### src/rtl/mmap_pkg.sv
// Package: shared types for the external memory mapper.
// Assumes a 32-bit maximum external data bus (four byte lanes).
package mmap_pkg;

    // Width code of one chip select; the reserved code behaves as 8-bit.
    typedef enum logic [1:0] {
        BW8   = 2'b00,
        BW16  = 2'b01,
        BW32  = 2'b10,
        BWRSV = 2'b11
    } bus_width_e;

    // Per-chip-select setting: bit 2 access type (1 = byte write), bits 1:0 width.
    typedef struct packed {
        logic       byte_wr;
        bus_width_e width;
    } cs_cfg_t;

    localparam int CFG_W = $bits(cs_cfg_t);

    // Number of byte lanes a width occupies.
    function automatic int lanes_used(bus_width_e w);
        case (w)
            BW16:    return 2;
            BW32:    return 4;
            default: return 1;
        endcase
    endfunction

endpackage

### src/rtl/mmap_cfg_regs.sv
// Module: per-chip-select configuration registers.
// Holds one cs_cfg_t per chip select, written by a simple strobe and read
// back combinationally. A second read port serves the request path.
// Assumes synchronous active-low reset to 8-bit, byte-select settings.
module mmap_cfg_regs
    import mmap_pkg::*;
#(
    parameter  int N_CS = 8,
    localparam int CS_W = $clog2(N_CS)
) (
    input  logic            clk,
    input  logic            rst_n,
    input  logic            wr_en,
    input  logic [CS_W-1:0] wr_sel,
    input  cs_cfg_t         wr_data,
    output cs_cfg_t         rd_data,
    input  logic [CS_W-1:0] req_sel,
    output cs_cfg_t         req_cfg
);

    cs_cfg_t cfg_q [N_CS];

    for (genvar g = 0; g < N_CS; g++) begin : g_reg
        // Store a new setting when this chip select is addressed.
        always_ff @(posedge clk) begin
            if (!rst_n)
                cfg_q[g] <= '0;
            else if (wr_en && (wr_sel == CS_W'(g)))
                cfg_q[g] <= wr_data;
        end
    end

    // Read-back and request-side lookup.
    always_comb begin
        rd_data = cfg_q[wr_sel];
        req_cfg = cfg_q[req_sel];
    end

endmodule

### src/rtl/mmap_lane_gen.sv
// Module: byte-lane strobe generator (combinational, active high).
// Decides which lanes are asserted for one access from the width, the
// access type, the direction and the byte enables. 8-bit (and reserved)
// width uses lane 0 only; lanes outside the width stay deasserted.
module mmap_lane_gen
    import mmap_pkg::*;
#(
    parameter int LANES = 4
) (
    input  cs_cfg_t          cfg,
    input  logic             is_write,
    input  logic [LANES-1:0] be,
    output logic [LANES-1:0] lane_on
);

    logic narrow;
    logic all_on_read;

    // Mode flags shared by every lane.
    always_comb begin
        narrow      = (lanes_used(cfg.width) == 1);
        all_on_read = cfg.byte_wr && !is_write;
    end

    for (genvar i = 0; i < LANES; i++) begin : g_lane
        // One lane: inside the width, then by mode.
        always_comb begin
            if (i >= lanes_used(cfg.width))
                lane_on[i] = 1'b0;
            else if (narrow || all_on_read)
                lane_on[i] = 1'b1;
            else
                lane_on[i] = be[i];
        end
    end

endmodule

### src/rtl/ext_mem_mapper.sv
// Module: external memory chip-select and byte-lane mapper (top).
// Turns a one-cycle internal request into registered external signals:
// active-low chip select from address bits above the window, masked
// window address, shared read/write strobes and active-low lane lines.
// Assumes the requester holds nothing beyond one cycle; no timing phases.
module ext_mem_mapper
    import mmap_pkg::*;
#(
    parameter  int N_CS   = 8,
    parameter  int WIN_AW = 26,
    parameter  int REQ_AW = 32,
    parameter  int LANES  = 4,
    localparam int CS_W   = $clog2(N_CS)
) (
    input  logic              clk,
    input  logic              rst_n,
    input  logic              req_valid,
    input  logic              req_write,
    input  logic [REQ_AW-1:0] req_addr,
    input  logic [LANES-1:0]  req_be,
    input  logic              cfg_wr_en,
    input  logic [CS_W-1:0]   cfg_sel,
    input  logic [CFG_W-1:0]  cfg_wdata,
    output logic [CFG_W-1:0]  cfg_rdata,
    output logic [N_CS-1:0]   ncs_o,
    output logic [WIN_AW-1:0] ext_addr,
    output logic              nrd_o,
    output logic              nwe_o,
    output logic [LANES-1:0]  nlane_o
);

    logic [CS_W-1:0]   cs_idx;
    cs_cfg_t           sel_cfg;
    cs_cfg_t           rd_cfg;
    logic [LANES-1:0]  lane_on;
    logic [WIN_AW-1:0] addr_next;
    logic              unused_hi;

    // Chip number from the bits just above the window; upper bits alias.
    always_comb begin
        cs_idx    = req_addr[WIN_AW +: CS_W];
        unused_hi = ^req_addr[REQ_AW-1:WIN_AW+CS_W];
    end

    mmap_cfg_regs #(.N_CS(N_CS)) u_cfg (
        .clk     (clk),
        .rst_n   (rst_n),
        .wr_en   (cfg_wr_en),
        .wr_sel  (cfg_sel),
        .wr_data (cs_cfg_t'(cfg_wdata)),
        .rd_data (rd_cfg),
        .req_sel (cs_idx),
        .req_cfg (sel_cfg)
    );

    // Present the read-back value as plain bits.
    always_comb cfg_rdata = rd_cfg;

    mmap_lane_gen #(.LANES(LANES)) u_lane (
        .cfg      (sel_cfg),
        .is_write (req_write),
        .be       (req_be),
        .lane_on  (lane_on)
    );

    // Clear the address bits below the bus width of the selected device.
    always_comb begin
        addr_next = req_addr[WIN_AW-1:0];
        case (sel_cfg.width)
            BW16:    addr_next[0]   = 1'b0;
            BW32:    addr_next[1:0] = 2'b00;
            default: ;
        endcase
    end

    // Register every external signal; idle cycles park everything inactive.
    always_ff @(posedge clk) begin
        if (!rst_n || !req_valid) begin
            ncs_o    <= '1;
            ext_addr <= '0;
            nrd_o    <= 1'b1;
            nwe_o    <= 1'b1;
            nlane_o  <= '1;
        end else begin
            ncs_o    <= ~(N_CS'(1) << cs_idx);
            ext_addr <= addr_next;
            nrd_o    <= req_write;
            nwe_o    <= !req_write;
            nlane_o  <= ~lane_on;
        end
    end

endmodule

### config.mk
export PLATFORM = sky130hd
export DESIGN_NAME = ext_mem_mapper
export DESIGN_NICKNAME = d
export VERILOG_FILES = /design/src/rtl/mmap_pkg.sv /design/src/rtl/mmap_cfg_regs.sv /design/src/rtl/mmap_lane_gen.sv /design/src/rtl/ext_mem_mapper.sv
export SDC_FILE = /design/constraint.sdc
export NUM_CORES = 1
export LEC_CHECK = 0
export BUFFER_PORTS_ARGS = -buffer_cell sky130_fd_sc_hd__buf_2
export CORE_ASPECT_RATIO = 0.75
export CORE_UTILIZATION = 49
export CTS_CLUSTER_SIZE = 40
export DETAILED_ROUTE_END_ITERATION = 8
export HOLD_SLACK_MARGIN = 0.03
export PLACE_DENSITY = 0.85
export SLEW_MARGIN = 25
export SYNTH_ARGS = -nofsm -noshare
export SYNTH_HDL_FRONTEND = slang
export SYNTH_SLANG_ARGS = --single-unit
### constraint.sdc
create_clock -name clk -period 2.8 [get_ports clk]
set_input_delay 0.28 -clock clk [delete_from_list [all_inputs] [get_ports clk]]
set_output_delay 0.28 -clock clk [all_outputs]
set_load 0.005 [all_outputs]
==> flow_summary_export.csv <==
group,metric,value,unit
global_routing,grt_start_max_net_pins,37,
setup_path,required,3.04,ns
sta,tightest_slew,0.498,ns
logic_synthesis,synth_edf_count,24,
routing,post_drt_wl_per_cell,15.2,um
floorplan,fp.dieArea,5490,um^2
cells_and_area,drive_gt1_frac,0.407,
setup_path,critPathMaxFanout,5,
sta,clock.fmax,425,MHz
pwr,p_per_area,680,nW/um^2
sta,final-hold-violation-count,0,
setup_path,r2r_cells,6,
logic_synthesis,synthArstFlopShare,0,
floorplan,core_area,4950,um^2
clocking,cts_resized,0,
routing,ant_nets,0,
routing,wl,5.33,mm
sta,slew_headroom,0.664,
logic_synthesis,yosysSeqAreaShare,0.598,
logic_synthesis,syn-instance-count,201,
routing,drt_pass1_iterations,4,
placed_design,dpl.cell_count,334,
sta,clock-skew-final,0.00585,ns
logic_synthesis,synth.avg_cell_area,12.7,um^2
logic_synthesis,ys_types,30,
routing,route.vias.total,1853,
routing,drt_iter0_markers,69,
floorplan,rows,22,
worst_hold_path,hold_depth,2,
logic_synthesis,synth-seq-cells,64,
pwr,peakVddDrop,0.452,mV
cells_and_area,regArea,1520,um^2
setup_path,crit_arrival,2.59,ns
sta,final.min_clock_period,2.35,ns
floorplan,io_pins,90,
global_routing,grt_util_all_layers,0.210,
clocking,cts_hold_buffers,0,
cells_and_area,multi_input_area,962,um^2
cells_and_area,synthToLayoutAreaGrowth,28.4,%
cells_and_area,n_antenna_cell,0,
setup_path,timing.rr.start,"u_cfg.cfg_q[6][0]$_SDFFCE_PN0P_",
sta,setup_viol,0,
clocking,clk_pin_slew,0.07,ns
logic_synthesis,syn_nets,251,
clocking,cts.root.buffer_cell,"clkbuf_8",
clocking,insertion_delay,0.34,ns
worst_hold_path,min_from,"req_write",
logic_synthesis,yosys_warnings,0,
clocking,cts_buffer_depth,2,
setup_path,worstReg2RegEnd,"nlane_o[0]$_SDFF_PP1_",
global_routing,grt_pass1_wl,8.46,mm
placed_design,port_buffers,86,
clocking,cts_tree,"yes",
clocking,post_cts_buffers,0,
setup_path,rrSetupSlack,0.45,ns
setup_path,setup.worst_path.end_class,"register",
cells_and_area,fillCellCount,376,
clocking,clkSinkCount,64,
global_routing,grt_overflow,0,
run_status,status,"finished, final reports clean",
floorplan,die_y,64.4,um
clocking,cts_made_buffers,9,
logic_synthesis,syn_area,2550,um^2
setup_path,crit_type,"register to register",
sta,drv_slew,0,
floorplan,die_width,85.2,um
sta,fin_setup_tns,0,ns
pwr,leakagePower,1.47,nW
worst_hold_path,hold_path_end,"nwe_o$_SDFF_PP1_",
placed_design,dp.final_hpwl,3.95,mm
logic_synthesis,synth_ff_type,"dfxtp_1",
sta,rsz0062_at_grt,"no",
global_routing,antenna_found_initial,0,
cells_and_area,stdcell_count,350,
global_routing,grt_pass1_vias,1770,
placed_design,routabilityCongestion,0.806,
setup_path,start_kind,"register",
cells_and_area,fin_nets,335,
clocking,htree_num_levels,3,
run,maxCapViolations,0,
worst_hold_path,hold_path.class,"input pin to register",
routing,viasPerCell,5.29,
floorplan,initial_core_util,0.514,
routing,drc,0,
sta,period_share,0.841,
-- kinds of logic (layout without fill, tap and decap cells) --
logic type / count (synthesis) / after routing / share of synthesized area
AND/OR/NAND/NOR: 86 / 86 / 0.193
flip-flops: 64 / 64 / 0.598
AO/OA/AOI/OAI: 15 / 15 / 0.0437
buffers and inverters: 15 / 104 / 0.0246
multiplexers: 18 / 18 / 0.126
adder cells (fa/ha/maj): 3 / 3 / 0.0147
-- synth_stat cells, types with 4 or more instances --
library cell  instances  area share
clkbuf_1             10       0.015
dfxtp_1              40        0.31
nand3_1               5      0.0098
o21ai_0               6       0.012
nand2b_1              4      0.0098
mux4_2               11       0.097
nor2_1                9       0.013
edfxtp_1             24        0.28
o31ai_1               4       0.012
nand2_1               8       0.012
and2_1               25       0.061
mux2i_1               4       0.016
and3_1               24       0.059
-- power by group --
part	internal, mW	switching [mW]	total (mW)
sequential	1.01	0.0205	1.03
clock	0.630	0.354	0.984
combinational	0.103	0.104	0.208
-- placed cells by master (no fill, tap or decap), drive strengths merged, types with 2 or more instances in the layout --
| master | synthesis | layout |
|---|---|---|
| nand3 | 5 | 5 |
| nor2 | 9 | 9 |
| dfxtp | 40 | 40 |
| mux2i | 4 | 4 |
| nor3 | 2 | 2 |
| o311a | 2 | 2 |
| nand2b | 4 | 4 |
| and3 | 24 | 24 |
| o31ai | 4 | 4 |
| mux4 | 11 | 11 |
| ha | 3 | 3 |
| nand2 | 8 | 8 |
| mux2 | 3 | 3 |
| o21ai | 6 | 6 |
| buf | 3 | 86 |
| clkinv | 0 | 2 |
| and2 | 26 | 26 |
| nor2b | 2 | 2 |
| or3 | 2 | 2 |
| inv | 2 | 2 |
| edfxtp | 24 | 24 |
| clkbuf | 10 | 13 |
-- layer usage --
layer,up-vias,GRT usage,routed length [um]
met1,894,0.261,2360
met5,-,0,0
met4,0,0.0953,76
li1,892,-,-
met3,7,0.0624,231
met2,60,0.342,2660
-- layout make-up --
class                   count  share of cell area
clock buffers              13              0.0685
clock inverters             3              0.0145
inverters                   2             0.00230
multi-input cells         122               0.294
flip-flops and latches     64               0.466
well taps                  60              0.0230
repair buffers             86               0.132
-- sequential cells by signal, indices dropped and copies added (netlist names) --
| register | cells |
|---|---|
| ncs_o | 8 |
| ext_addr | 26 |
| nrd_o | 1 |
| nwe_o | 1 |
| nlane_o | 4 |
| u_cfg.cfg_q | 24 |
-- per-stage QoR --
stage	setup WS [ns]	cell area [um^2]	hold WS (ns)	util	power (mW)
final	0.446	3270	0.149	0.660	2.22
after global routing	0.330	3270	0.133	0.660	2.31
after CTS	0.436	3270	0.129	0.660	2.25
after detailed placement	0.289	3000	0.489	0.605	1.26
after global placement	0.369	3000	0.481	0.605	1.25
after floorplan	0.495	2550	0.342	-	1.17
-- worst max-delay path: stages, from the launching register on --
cell and delay [ns]:
edfxtp_1 0.41, mux4_2 0.48, mux2i_1 0.30, ha_1 0.34, or2_2 0.31, or3_1 0.31
o311ai_1 0.09
-- how the worst max path moves through the flow --
stage,startpoint,endpoint,slack [ns],depth (start not counted)
after floorplan,req_addr[26],nlane_o[0]$_SDFF_PP1_,0.49,8
after global placement,req_addr[26],nlane_o[0]$_SDFF_PP1_,0.37,8
after detailed placement,req_addr[26],nlane_o[0]$_SDFF_PP1_,0.29,7
after CTS,u_cfg.cfg_q[6][0]$_SDFFCE_PN0P_,nlane_o[0]$_SDFF_PP1_,0.44,6
after global routing,u_cfg.cfg_q[3][1]$_SDFFCE_PN0P_,nlane_o[0]$_SDFF_PP1_,0.33,7
final,u_cfg.cfg_q[6][0]$_SDFFCE_PN0P_,nlane_o[0]$_SDFF_PP1_,0.45,6
Note: power is estimated with default switching activity, not from simulation.
